File: src/rtl/llsc_pkg.sv
package llsc_pkg;
  typedef enum logic [1:0] {
    OP_LOAD  = 2'd0,
    OP_STORE = 2'd1,
    OP_LL    = 2'd2,
    OP_SC    = 2'd3
  } llsc_op_e;
endpackage

File: src/rtl/llsc_tag_cmp.sv
module llsc_tag_cmp #(
  parameter int unsigned TW = 10
) (
  input  logic [TW-1:0] a_i,
  input  logic [TW-1:0] b_i,
  output logic          eq_o
);
  generate
    if (TW == 0) begin : g_none
      assign eq_o = 1'b1;
    end else begin : g_cmp
      logic [TW-1:0] diff;
      for (genvar i = 0; i < TW; i++) begin : g_bit
        assign diff[i] = a_i[i] ^ b_i[i];
      end
      assign eq_o = ~|diff;
    end
  endgenerate
endmodule

File: src/rtl/llsc_link_reg.sv
module llsc_link_reg #(
  parameter int unsigned TW = 10
) (
  input  logic          clk_i,
  input  logic          rst_ni,
  input  logic          set_i,        // load-linked accepted
  input  logic          consume_i,    // store-conditional accepted
  input  logic          ctx_i,
  input  logic          snp_link_hit_i,
  input  logic          snp_req_hit_i,
  input  logic [TW-1:0] tag_i,
  output logic          valid_o,
  output logic [TW-1:0] tag_o
);
  logic          valid_q;
  logic [TW-1:0] tag_q;

  always_ff @(posedge clk_i or negedge rst_ni) begin
    if (!rst_ni) begin
      valid_q <= 1'b0;
      tag_q   <= '0;
    end else if (set_i) begin
      valid_q <= ~(ctx_i | snp_req_hit_i);
      tag_q   <= tag_i;
    end else if (consume_i || ctx_i || snp_link_hit_i) begin
      valid_q <= 1'b0;
    end
  end

  assign valid_o = valid_q;
  assign tag_o   = tag_q;

  AST_CTX_DROPS: assert property (@(posedge clk_i) disable iff (!rst_ni)
    ctx_i |=> !valid_q);
  AST_SC_CONSUMES: assert property (@(posedge clk_i) disable iff (!rst_ni)
    (consume_i && !set_i) |=> !valid_q);
  AST_SNOOP_DROPS: assert property (@(posedge clk_i) disable iff (!rst_ni)
    (snp_link_hit_i && !set_i) |=> !valid_q);
endmodule

File: src/rtl/llsc_monitor.sv
module llsc_monitor
  import llsc_pkg::*;
#(
  parameter int unsigned AW     = 12,
  parameter int unsigned DW     = 32,
  parameter int unsigned BLK_LG = 2
) (
  input  logic          clk_i,
  input  logic          rst_ni,
  input  logic          req_valid_i,
  input  logic [1:0]    req_op_i,
  input  logic [AW-1:0] req_addr_i,
  input  logic [DW-1:0] req_wdata_i,
  input  logic          ctx_switch_i,
  input  logic          snp_valid_i,
  input  logic [AW-1:0] snp_addr_i,
  output logic [AW-1:0] mem_raddr_o,
  input  logic [DW-1:0] mem_rdata_i,
  output logic          mem_we_o,
  output logic [AW-1:0] mem_waddr_o,
  output logic [DW-1:0] mem_wdata_o,
  output logic          rsp_valid_o,
  output logic [DW-1:0] rsp_rdata_o
);
  localparam int unsigned TW = AW - BLK_LG;

  llsc_op_e      op;
  logic          is_ld, is_st, is_ll, is_sc;
  logic [TW-1:0] req_tag, snp_tag, link_tag;
  logic          link_valid;
  logic          sc_eq, snp_link_eq, snp_req_eq;
  logic          snp_link_hit, snp_req_hit, kill_now, sc_pass;

  assign op      = llsc_op_e'(req_op_i);
  assign is_ld   = req_valid_i && (op == OP_LOAD);
  assign is_st   = req_valid_i && (op == OP_STORE);
  assign is_ll   = req_valid_i && (op == OP_LL);
  assign is_sc   = req_valid_i && (op == OP_SC);
  assign req_tag = req_addr_i[AW-1:BLK_LG];
  assign snp_tag = snp_addr_i[AW-1:BLK_LG];

  llsc_tag_cmp #(.TW(TW)) u_cmp_sc (.a_i(req_tag), .b_i(link_tag), .eq_o(sc_eq));
  llsc_tag_cmp #(.TW(TW)) u_cmp_snp_link (.a_i(snp_tag), .b_i(link_tag), .eq_o(snp_link_eq));
  llsc_tag_cmp #(.TW(TW)) u_cmp_snp_req (.a_i(snp_tag), .b_i(req_tag), .eq_o(snp_req_eq));

  assign snp_link_hit = snp_valid_i && snp_link_eq;
  assign snp_req_hit  = snp_valid_i && snp_req_eq;
  assign kill_now     = ctx_switch_i || snp_link_hit;
  assign sc_pass      = is_sc && link_valid && sc_eq && !kill_now;

  llsc_link_reg #(.TW(TW)) u_link (
    .clk_i          (clk_i),
    .rst_ni         (rst_ni),
    .set_i          (is_ll),
    .consume_i      (is_sc),
    .ctx_i          (ctx_switch_i),
    .snp_link_hit_i (snp_link_hit),
    .snp_req_hit_i  (snp_req_hit),
    .tag_i          (req_tag),
    .valid_o        (link_valid),
    .tag_o          (link_tag)
  );

  assign mem_raddr_o = req_addr_i;

  logic          rsp_valid_q, rsp_sc_q, mem_we_q;
  logic [DW-1:0] rsp_data_q, wdata_q;
  logic [AW-1:0] waddr_q;

  always_ff @(posedge clk_i or negedge rst_ni) begin
    if (!rst_ni) begin
      rsp_valid_q <= 1'b0;
      rsp_sc_q    <= 1'b0;
      rsp_data_q  <= '0;
      mem_we_q    <= 1'b0;
      waddr_q     <= '0;
      wdata_q     <= '0;
    end else begin
      rsp_valid_q <= is_ld || is_ll || is_sc;
      rsp_sc_q    <= is_sc;
      if (is_sc)             rsp_data_q <= {{(DW-1){1'b0}}, ~sc_pass};
      else if (is_ld || is_ll) rsp_data_q <= mem_rdata_i;
      mem_we_q    <= is_st || sc_pass;
      if (is_st || is_sc) begin
        waddr_q <= req_addr_i;
        wdata_q <= req_wdata_i;
      end
    end
  end

  assign mem_we_o    = mem_we_q;
  assign mem_waddr_o = waddr_q;
  assign mem_wdata_o = wdata_q;
  assign rsp_valid_o = rsp_valid_q;
  assign rsp_rdata_o = rsp_data_q;

  AST_NO_WRITE_ON_FAIL: assert property (@(posedge clk_i) disable iff (!rst_ni)
    (rsp_valid_q && rsp_sc_q && rsp_data_q[0]) |-> !mem_we_q);
  AST_SC_WRITE_IS_PASS: assert property (@(posedge clk_i) disable iff (!rst_ni)
    (mem_we_q && rsp_sc_q && rsp_valid_q) |-> (rsp_data_q == '0));
  AST_SC_NEEDS_LINK: assert property (@(posedge clk_i) disable iff (!rst_ni)
    (is_sc && !link_valid) |=> (rsp_data_q[0] && !mem_we_q));
  AST_STORE_WRITES: assert property (@(posedge clk_i) disable iff (!rst_ni)
    is_st |=> (mem_we_q && !rsp_valid_q));
endmodule

File: config.mk
export PLATFORM = sky130hd
export DESIGN_NAME = llsc_monitor
export DESIGN_NICKNAME = d
export VERILOG_FILES = /design/src/rtl/llsc_pkg.sv /design/src/rtl/llsc_tag_cmp.sv /design/src/rtl/llsc_link_reg.sv /design/src/rtl/llsc_monitor.sv
export SDC_FILE = /design/constraint.sdc
export NUM_CORES = 1
export LEC_CHECK = 0
export CAP_MARGIN = 20
export CORE_ASPECT_RATIO = 1.75
export CORE_MARGIN = 5
export CORE_UTILIZATION = 43
export DETAILED_ROUTE_END_ITERATION = 12
export HOLD_SLACK_MARGIN = 0.06
export PLACE_DENSITY = 0.88
export SLEW_MARGIN = 30
export SYNTH_ARGS = -nofsm -noshare
export SYNTH_HDL_FRONTEND = slang
export SYNTH_SLANG_ARGS = --single-unit
File: constraint.sdc
create_clock -name clk_i -period 3.6 [get_ports clk_i]
set_clock_uncertainty 0.1 [all_clocks]
set_input_delay 0.72 -clock clk_i [delete_from_list [all_inputs] [get_ports clk_i]]
set_output_delay 0.72 -clock clk_i [all_outputs]
set_load 0.01 [all_outputs]
* Word-level counts from Yosys, hierarchy flattened *
Cells that the tools add are included.

storage, ports and cells
  register bits after elaboration = 89
  bits of input ports = 95
  output and inout port bits = 90
  logic and storage cells = 73

operators by class
  eq/ne operators = 3
  mux-type cells = 4
  bitwise gates (word level) = 33
  reductions and logical operators = 26

operators with widths
  kind                count
  $mux 32             2
  $reduce_or 10->1    3
  $xor 1x1->1         30
  $logic_and 1x1->1   9
  $logic_or 1x1->1    7
  $eq 2x2->1 const B  2
  $logic_not 1->1     4
  $reduce_bool 2->1   2
  $eq 2x1->1 const B  1
  $logic_not 2->1     1
  $mux 1              2
  $not 1->1           2
  $or 1x1->1          1

* Longest topological paths before layout *
Gate-level depths: netlist of run 1.

  word-level depth = 9
  mapped depth = 5
  depth with buffers taken out = 5

* By module *
From an unflattened synthesis of run 1, not the netlist that was laid out.

second synthesis, totals
  cell total of the unflattened synthesis = 256
  area total of the unflattened synthesis = 3897.5 um2

modules (own cells, without submodules)
  module         times used  cells an instance  area an instance (um2)  sequential area each (um2)
  llsc_monitor   1           192                3138.0                  1951.9
  llsc_link_reg  1           25                 421.7                   275.3
  llsc_tag_cmp   3           13                 112.6                   0.0

* Worst setup path after synthesis of run 1 *
Ideal clock, no wire load.

  kind = input -> register
  start = in req_addr_i[4]
  end = reg rsp_data_q[0], in the netlist rsp_rdata_o[0]
  library setup time = 0.120 ns
  arrival = 1.769 ns
  required time = 3.380 ns
  path slack = 1.611 ns
  stages = 5
  buffers on the path = 0
  path through = xor2_1 nor4_2 nand2_1 or3_1 a41o_1

on the way
  word-level cells in the longest chain between the ends = 7

ends and longest elaborated chain
  item                            RTL line            source
  start: declaration              llsc_monitor.sv:12  input logic [AW-1:0] req_addr_i,
  $xor 1x1->1                     llsc_tag_cmp.sv:14  assign diff[i] = a_i[i] ^ b_i[i];
  $reduce_or 10->1                llsc_tag_cmp.sv:16  assign eq_o = ~|diff;
  $logic_not 1->1                 llsc_tag_cmp.sv:16
  $logic_and 1x1->1 (2 in a row)  llsc_monitor.sv:49  assign sc_pass = is_sc && link_valid && sc_eq && !kill_now;
  $not 1->1                       llsc_monitor.sv:81  if (is_sc) rsp_data_q <= {{(DW-1){1'b0}}, ~sc_pass};
  $mux 32                         llsc_monitor.sv:81
  end signal: assignment          llsc_monitor.sv:81
  end signal: assignment          llsc_monitor.sv:82  else if (is_ld || is_ll) rsp_data_q <= mem_rdata_i;
  end: declaration                llsc_monitor.sv:67  logic [DW-1:0] rsp_data_q, wdata_q;

Every way passes these cells.
A chain may end at the register's enable or synchronous reset.

* Worst setup path after layout of run 1 *
  start = in req_addr_i[4]
  end = out mem_raddr_o[4]

RTL lines
  item              RTL line            source
  end: declaration  llsc_monitor.sv:17  output logic [AW-1:0] mem_raddr_o,

No word-level cell between the ends.

==> results of run 1 <==
-- metal layers --
metal	track usage [%]	wire, um	up-vias
met5	0	0	-
met4	12.24	575	0
met3	6.156	562	39
met2	35.53	5558	103
met1	22.03	3535	1363
li1	-	-	1236
-- report_power, final --
part	switching [uW]	internal, uW
clock	364	548
sequential	83.0	1130
combinational	254	430
total	701	2110
-- cell type report --
class | instances | area, sq um
fill | 619 | 2511
sequential | 89 | 2227
timing repair buffer | 185 | 1846
multi-input combinational | 137 | 1292
clock buffer | 11 | 242.7
tap | 115 | 143.9
clock inverter | 3 | 42.54
inverter | 2 | 7.507
-- cell usage in the layout (no fill, tap or decap), drive strengths merged, types with 2 or more instances in the layout --
cell type and count:
clkdlybuf4s50 181, xnor2 19, nand3 3, xor2 11
nand2 2, inv 2, buf 4, a21oi 2
nand4 4, dfrtp 89, a22o 32, clkbuf 11
mux2 54, nor4 3
-- path summary, 6_finish.rpt --
check,end,slack (ns),cells past startpoint
max,mem_raddr_o[4],0.85,2
max reg2reg,rsp_rdata_o[0]$_DFFE_PN0P_,1.74,5
max in group asynchronous,u_link.tag_o[3]$_DFFE_PN0P_,2.49,1
min,rsp_rdata_o[4]$_DFFE_PN0P_,0.33,1
min reg2reg,mem_waddr_o[10]$_DFFE_PN0P_,0.40,1
min in group clk_i,mem_waddr_o[10]$_DFFE_PN0P_,0.40,1
-- through the flow --
step           setup slack [ns]  total power [uW]
2_1_floorplan             1.611              1496
3_3_place_gp             0.8409              1900
3_5_place_dp             0.8333              1925
4_1_cts                  0.8250              2847
5_1_grt                  0.7986              2946
6_report                 0.8452              2813
-- flip-flops by register name, summed over array words and instances (netlist names) --
register / cells
mem_we_o: 1
u_link.valid_o: 1
rsp_rdata_o: 32
mem_waddr_o: 12
u_link.tag_o: 10
rsp_valid_o: 1
mem_wdata_o: 32
-- cell families after synthesis --
logic type	synth area share, %
xor+xnor	7.182
mux	16.62
compound gates	8.960
simple gates	2.326
flops	60.88
buf+inv	4.036
==> flow_summary.ini, run 1 <==
[drt]
vias_per_cell = 5.057
drt_wl_total_um = 10230
wl_per_cell_um = 18.88
ant_nets = 0
drt-pass1-iter-count = 4
drtIter0Drc = 97
drc = 0
vias = 2741

[timing]
slew_headroom_pct = 46.26
rsz0062_at_grt = false
period_share_pct = 76.52
post-route-min-period_ns = 2.755
drv_slew = 0
setup_violations = 0
tns_ns = 0
timing.hold.ws_ns = 0.3346
max_clock_freq_ghz = 0.3630
hold_viol = 0
tightest_slew_ns = 0.8061

[grt]
grt_pass1_wl_um = 16540
antenna_found_initial = 0
overflow = 0
grt.total_usage_pct = 20.79
grt_max_degree = 90
grt_pass1_vias = 3168

[synth]
ys_seq_area_share_pct = 60.88
synth_cell_type_count = 22
synthArstFlopShare_pct = 100.0
synth_ff_type = dfrtp_1
synth-seq-cells = 89
syn-instance-count = 252
ys_top_cells_by_count = dfrtp_1 (89), mux2_2 (54), a22o_1 (32)
synthesis.nets = 347
yosysMostFrequentCell = dfrtp_1
synthesis.area_sq_mm = 0.003659
synth-edff-count = 0
ys_warn_count = 0
synthTopCellsByArea = dfrtp_1 (61%), mux2_2 (17%), a22o_1 (7.7%)
synth.top_cell.area_share_pct = 60.88
synth_largest_area_cell = dfrtp_1
syn_avg_cell_area_sq_um = 14.52

[die]
pin_count = 185
start_util_pct = 44.01
die_h_um = 132.0
die_w_um = 79.73
core_area_sq_mm = 0.008313
fp-row-count = 44
dieArea_sq_mm = 0.01053

[cells_and_area]
final_util_pct = 69.79
layout-drive-gt1-share_pct = 17.56
stdcell_count = 542
syn_to_final_growth_pct = 58.58
antenna_cells = 0
stdcell_area_sq_mm = 0.005802
finalNetCount = 519

[setup_path]
slowest_delay_ns = 0.61
arrival_ns = 1.93
crit_family = buffers and inverters
worst_path_max_delay_cell = clkdlybuf4s50_1
crit_path_max_fanout = 5
cp_common_cell = clkdlybuf4s50_1
reg2reg_from = u_link.tag_o[1]$_DFFE_PN0P_
crit_start = req_addr_i[4]
cp-end-kind = output port
path_class = primary input to output port
cp_data_required_time_ns = 2.78
start_kind = primary input
path_buf_inv = 2
path_cells = clkdlybuf4s50_1 > clkdlybuf4s50_1

[place]
dp.cells = 528
portBuffers = 182
routabilityCongestion = 0.8056
place_area_sq_mm = 0.005517
hpwl_um = 7628

[clocking]
cts-buffers-inserted = 9
clk_latency_ns = 0.33
numClockSinks = 89
clock_path_buffers = 2
post_cts_resize_count = 0
path_clk_slew_ns = 0.07
cts_tree = yes
cts.htree.levels = 3
cts_hold_buffers = 0
cts_setup_buffers = 0
root_buffer = clkbuf_16

[power_and_ir_drop]
power_density_mw_per_mm2 = 484.9
leakagePower_uw = 0.002414
irDropWorstVdd_uv = 303.2

[hold_path]
hp-class = primary input to asynchronous set/reset pin

[job]
maxCapViolations = 0

[outcome]
status = finished clean
(Power assumes the default switching activity.)
==> run 2, diff against run 1 <==
CORE_UTILIZATION = 40   (was 43)
PLACE_DENSITY = 0.83   (was 0.88)
clock period = 2.8 ns   (was 3.6 ns; I/O delays follow)
==> run 2 against run 1 <==
Against the previous run: routed wire length rose by 1.3%; cell area grew 1.1%; first-iteration DRC count up 24%; critical path depth unchanged; global-route usage is 1.7 points lower; sequential share of layout area down 0.41 points; clock-buffer cell count rose by 2; worst hold slack got worse by 0.21 ns; sequential power grew 28%; clock power grew 21%; non-clock buffer count rose by 6; highest routed layer unchanged.
==> flow_summary.ini, run 2 (synthesis gave the netlist of run 1 again) <==
[cells_and_area]
syn_to_final_growth_pct = 60.29
final_cell_mix = clkdlybuf4s50_1 (181), dfrtp_1 (89), mux2_2 (54)
finalNetCount = 525
fillCellCount = 700
antenna_cells = 0
layout-drive-gt1-share_pct = 18.85
final_common_cell = clkdlybuf4s50_1

[setup_path]
path_buf_inv = 2
cp_common_cell = clkdlybuf4s50_1
crit_start = req_addr_i[7]
r2r_end = rsp_rdata_o[0]$_DFFE_PN0P_
critPathCapture = mem_raddr_o[7]
slowest_delay_ns = 0.63
cp_data_required_time_ns = 2.14
crit_family = buffers and inverters
arrival_ns = 1.79
r2r_cells = 5
crit_path_max_fanout = 5
start_kind = primary input
path_cells = clkdlybuf4s50_1 > clkdlybuf4s50_1
path_class = primary input to output port
cp-end-kind = output port
worst_path_max_delay_cell = clkdlybuf4s50_1
crit_cells = 2
reg2reg_from = u_link.tag_o[2]$_DFFE_PN0P_
r2r_setup_slack_ns = 0.93

[clocking]
post_cts_resize_count = 0
cts-buffers-inserted = 9
cts_tree = yes
cts_hold_buffers = 0
numClockSinks = 89
cts.htree.levels = 3
path_clk_slew_ns = 0.06
clock_path_buffers = 2
clk_latency_ns = 0.33
root_buffer = clkbuf_16
cts_setup_buffers = 0

[timing]
tns_ns = 0
tightest_slew_ns = 0.5945
period_share_pct = 87.59
hold_viol = 0
post-route-min-period_ns = 2.452
slew_headroom_pct = 60.36
max_clock_freq_ghz = 0.4077
drv_slew = 0
setup_violations = 0
rsz0062_at_grt = false

[die]
pin_count = 185
die_h_um = 136.5
die_w_um = 82.30
dieArea_sq_mm = 0.01123
core_area_sq_mm = 0.009036
start_util_pct = 40.49
fp-row-count = 46

[drt]
vias = 2732
vias_per_cell = 4.923
drtIter0Drc = 120
drt-pass1-iter-count = 4
drt_wl_total_um = 10360
ant_nets = 0
wl_per_cell_um = 18.66
drc = 0

[power_and_ir_drop]
power_density_mw_per_mm2 = 606.5
p_sw_uw = 890.7
p_int_uw = 2666
p_comb_share_pct = 25.1
pwr-share-seq_pct = 43.9
irDropWorstVdd_uv = 402.3
p_total_uw = 3557
p_clk_share_pct = 31.0
sw_frac_of_total_pct = 25.04
leakagePower_uw = 0.002453

[place]
hpwl_um = 8059
routabilityCongestion = 0.7934
portBuffers = 182

[job]
maxCapViolations = 0

[grt]
overflow = 0
antenna_found_initial = 0
grt_pass1_vias = 3004
grt_max_degree = 47
grt_pass1_wl_um = 15710
grt.total_usage_pct = 19.07

[outcome]
status = finished clean

[hold_path]
hp-class = primary input to asynchronous set/reset pin
-- run 2: per-stage QoR --
stage	setup WS [ns]	std cells	hold slack, ns	util (%)	area (sq um)
2_1_floorplan	0.9710	252	0.1644	-	3659
3_3_place_gp	0.2108	539	0.3858	61.85	5589
3_5_place_dp	0.1980	539	0.3906	61.85	5589
4_1_cts	0.3341	555	0.1293	64.90	5864
5_1_grt	0.3233	555	0.1654	64.90	5864
6_report	0.3475	555	0.1242	64.90	5864
-- run 2: cell type report --
class,count,area [sq um],share of cell area [%]
flip-flops and latches,89,2227,37.98
repair buffers,191,1912,32.60
multi-input cells,137,1292,22.04
clock buffers,13,260.3,4.438
well taps,120,150.1,2.560
clock inverters,3,15.01,0.2560
inverters,2,7.507,0.1280
-- run 2: metal layers --
metal  vias up  wire length [um]  global-route usage, %
met3        27               544                  4.809
li1       1247                 -                      -
met2        97              5873                  33.13
met5         -                 0                      0
met1      1361              3521                  20.42
met4         0               420                  10.63
-- run 2: power groups by stage --
stage	sequential, uW	combinational [uW]	clock, uW
after global routing	1580	947	1200
final	1560	891	1100
after CTS	1560	907	1140
after global placement	1570	886	0
after detailed placement	1590	904	0
after floorplan	1640	281	0
-- run 2: worst register-to-register path, stage by stage (launching register included) --
cell,delay [ns]
dfrtp_1,0.40
xor2_1,0.18
nor4_2,0.35
nand2_1,0.08
or3_1,0.40
a41o_1,0.24
-- run 2: worst min-delay path by stage --
stage / slack (ns) / end
detailed placement: 0.39 / rsp_rdata_o[25]$_DFFE_PN0P_
global route: 0.17 / rsp_rdata_o[10]$_DFFE_PN0P_
finish: 0.12 / rsp_rdata_o[8]$_DFFE_PN0P_
floorplan: 0.16 / mem_waddr_o[0]$_DFFE_PN0P_
global placement: 0.39 / mem_waddr_o[5]$_DFFE_PN0P_
CTS: 0.13 / rsp_rdata_o[10]$_DFFE_PN0P_
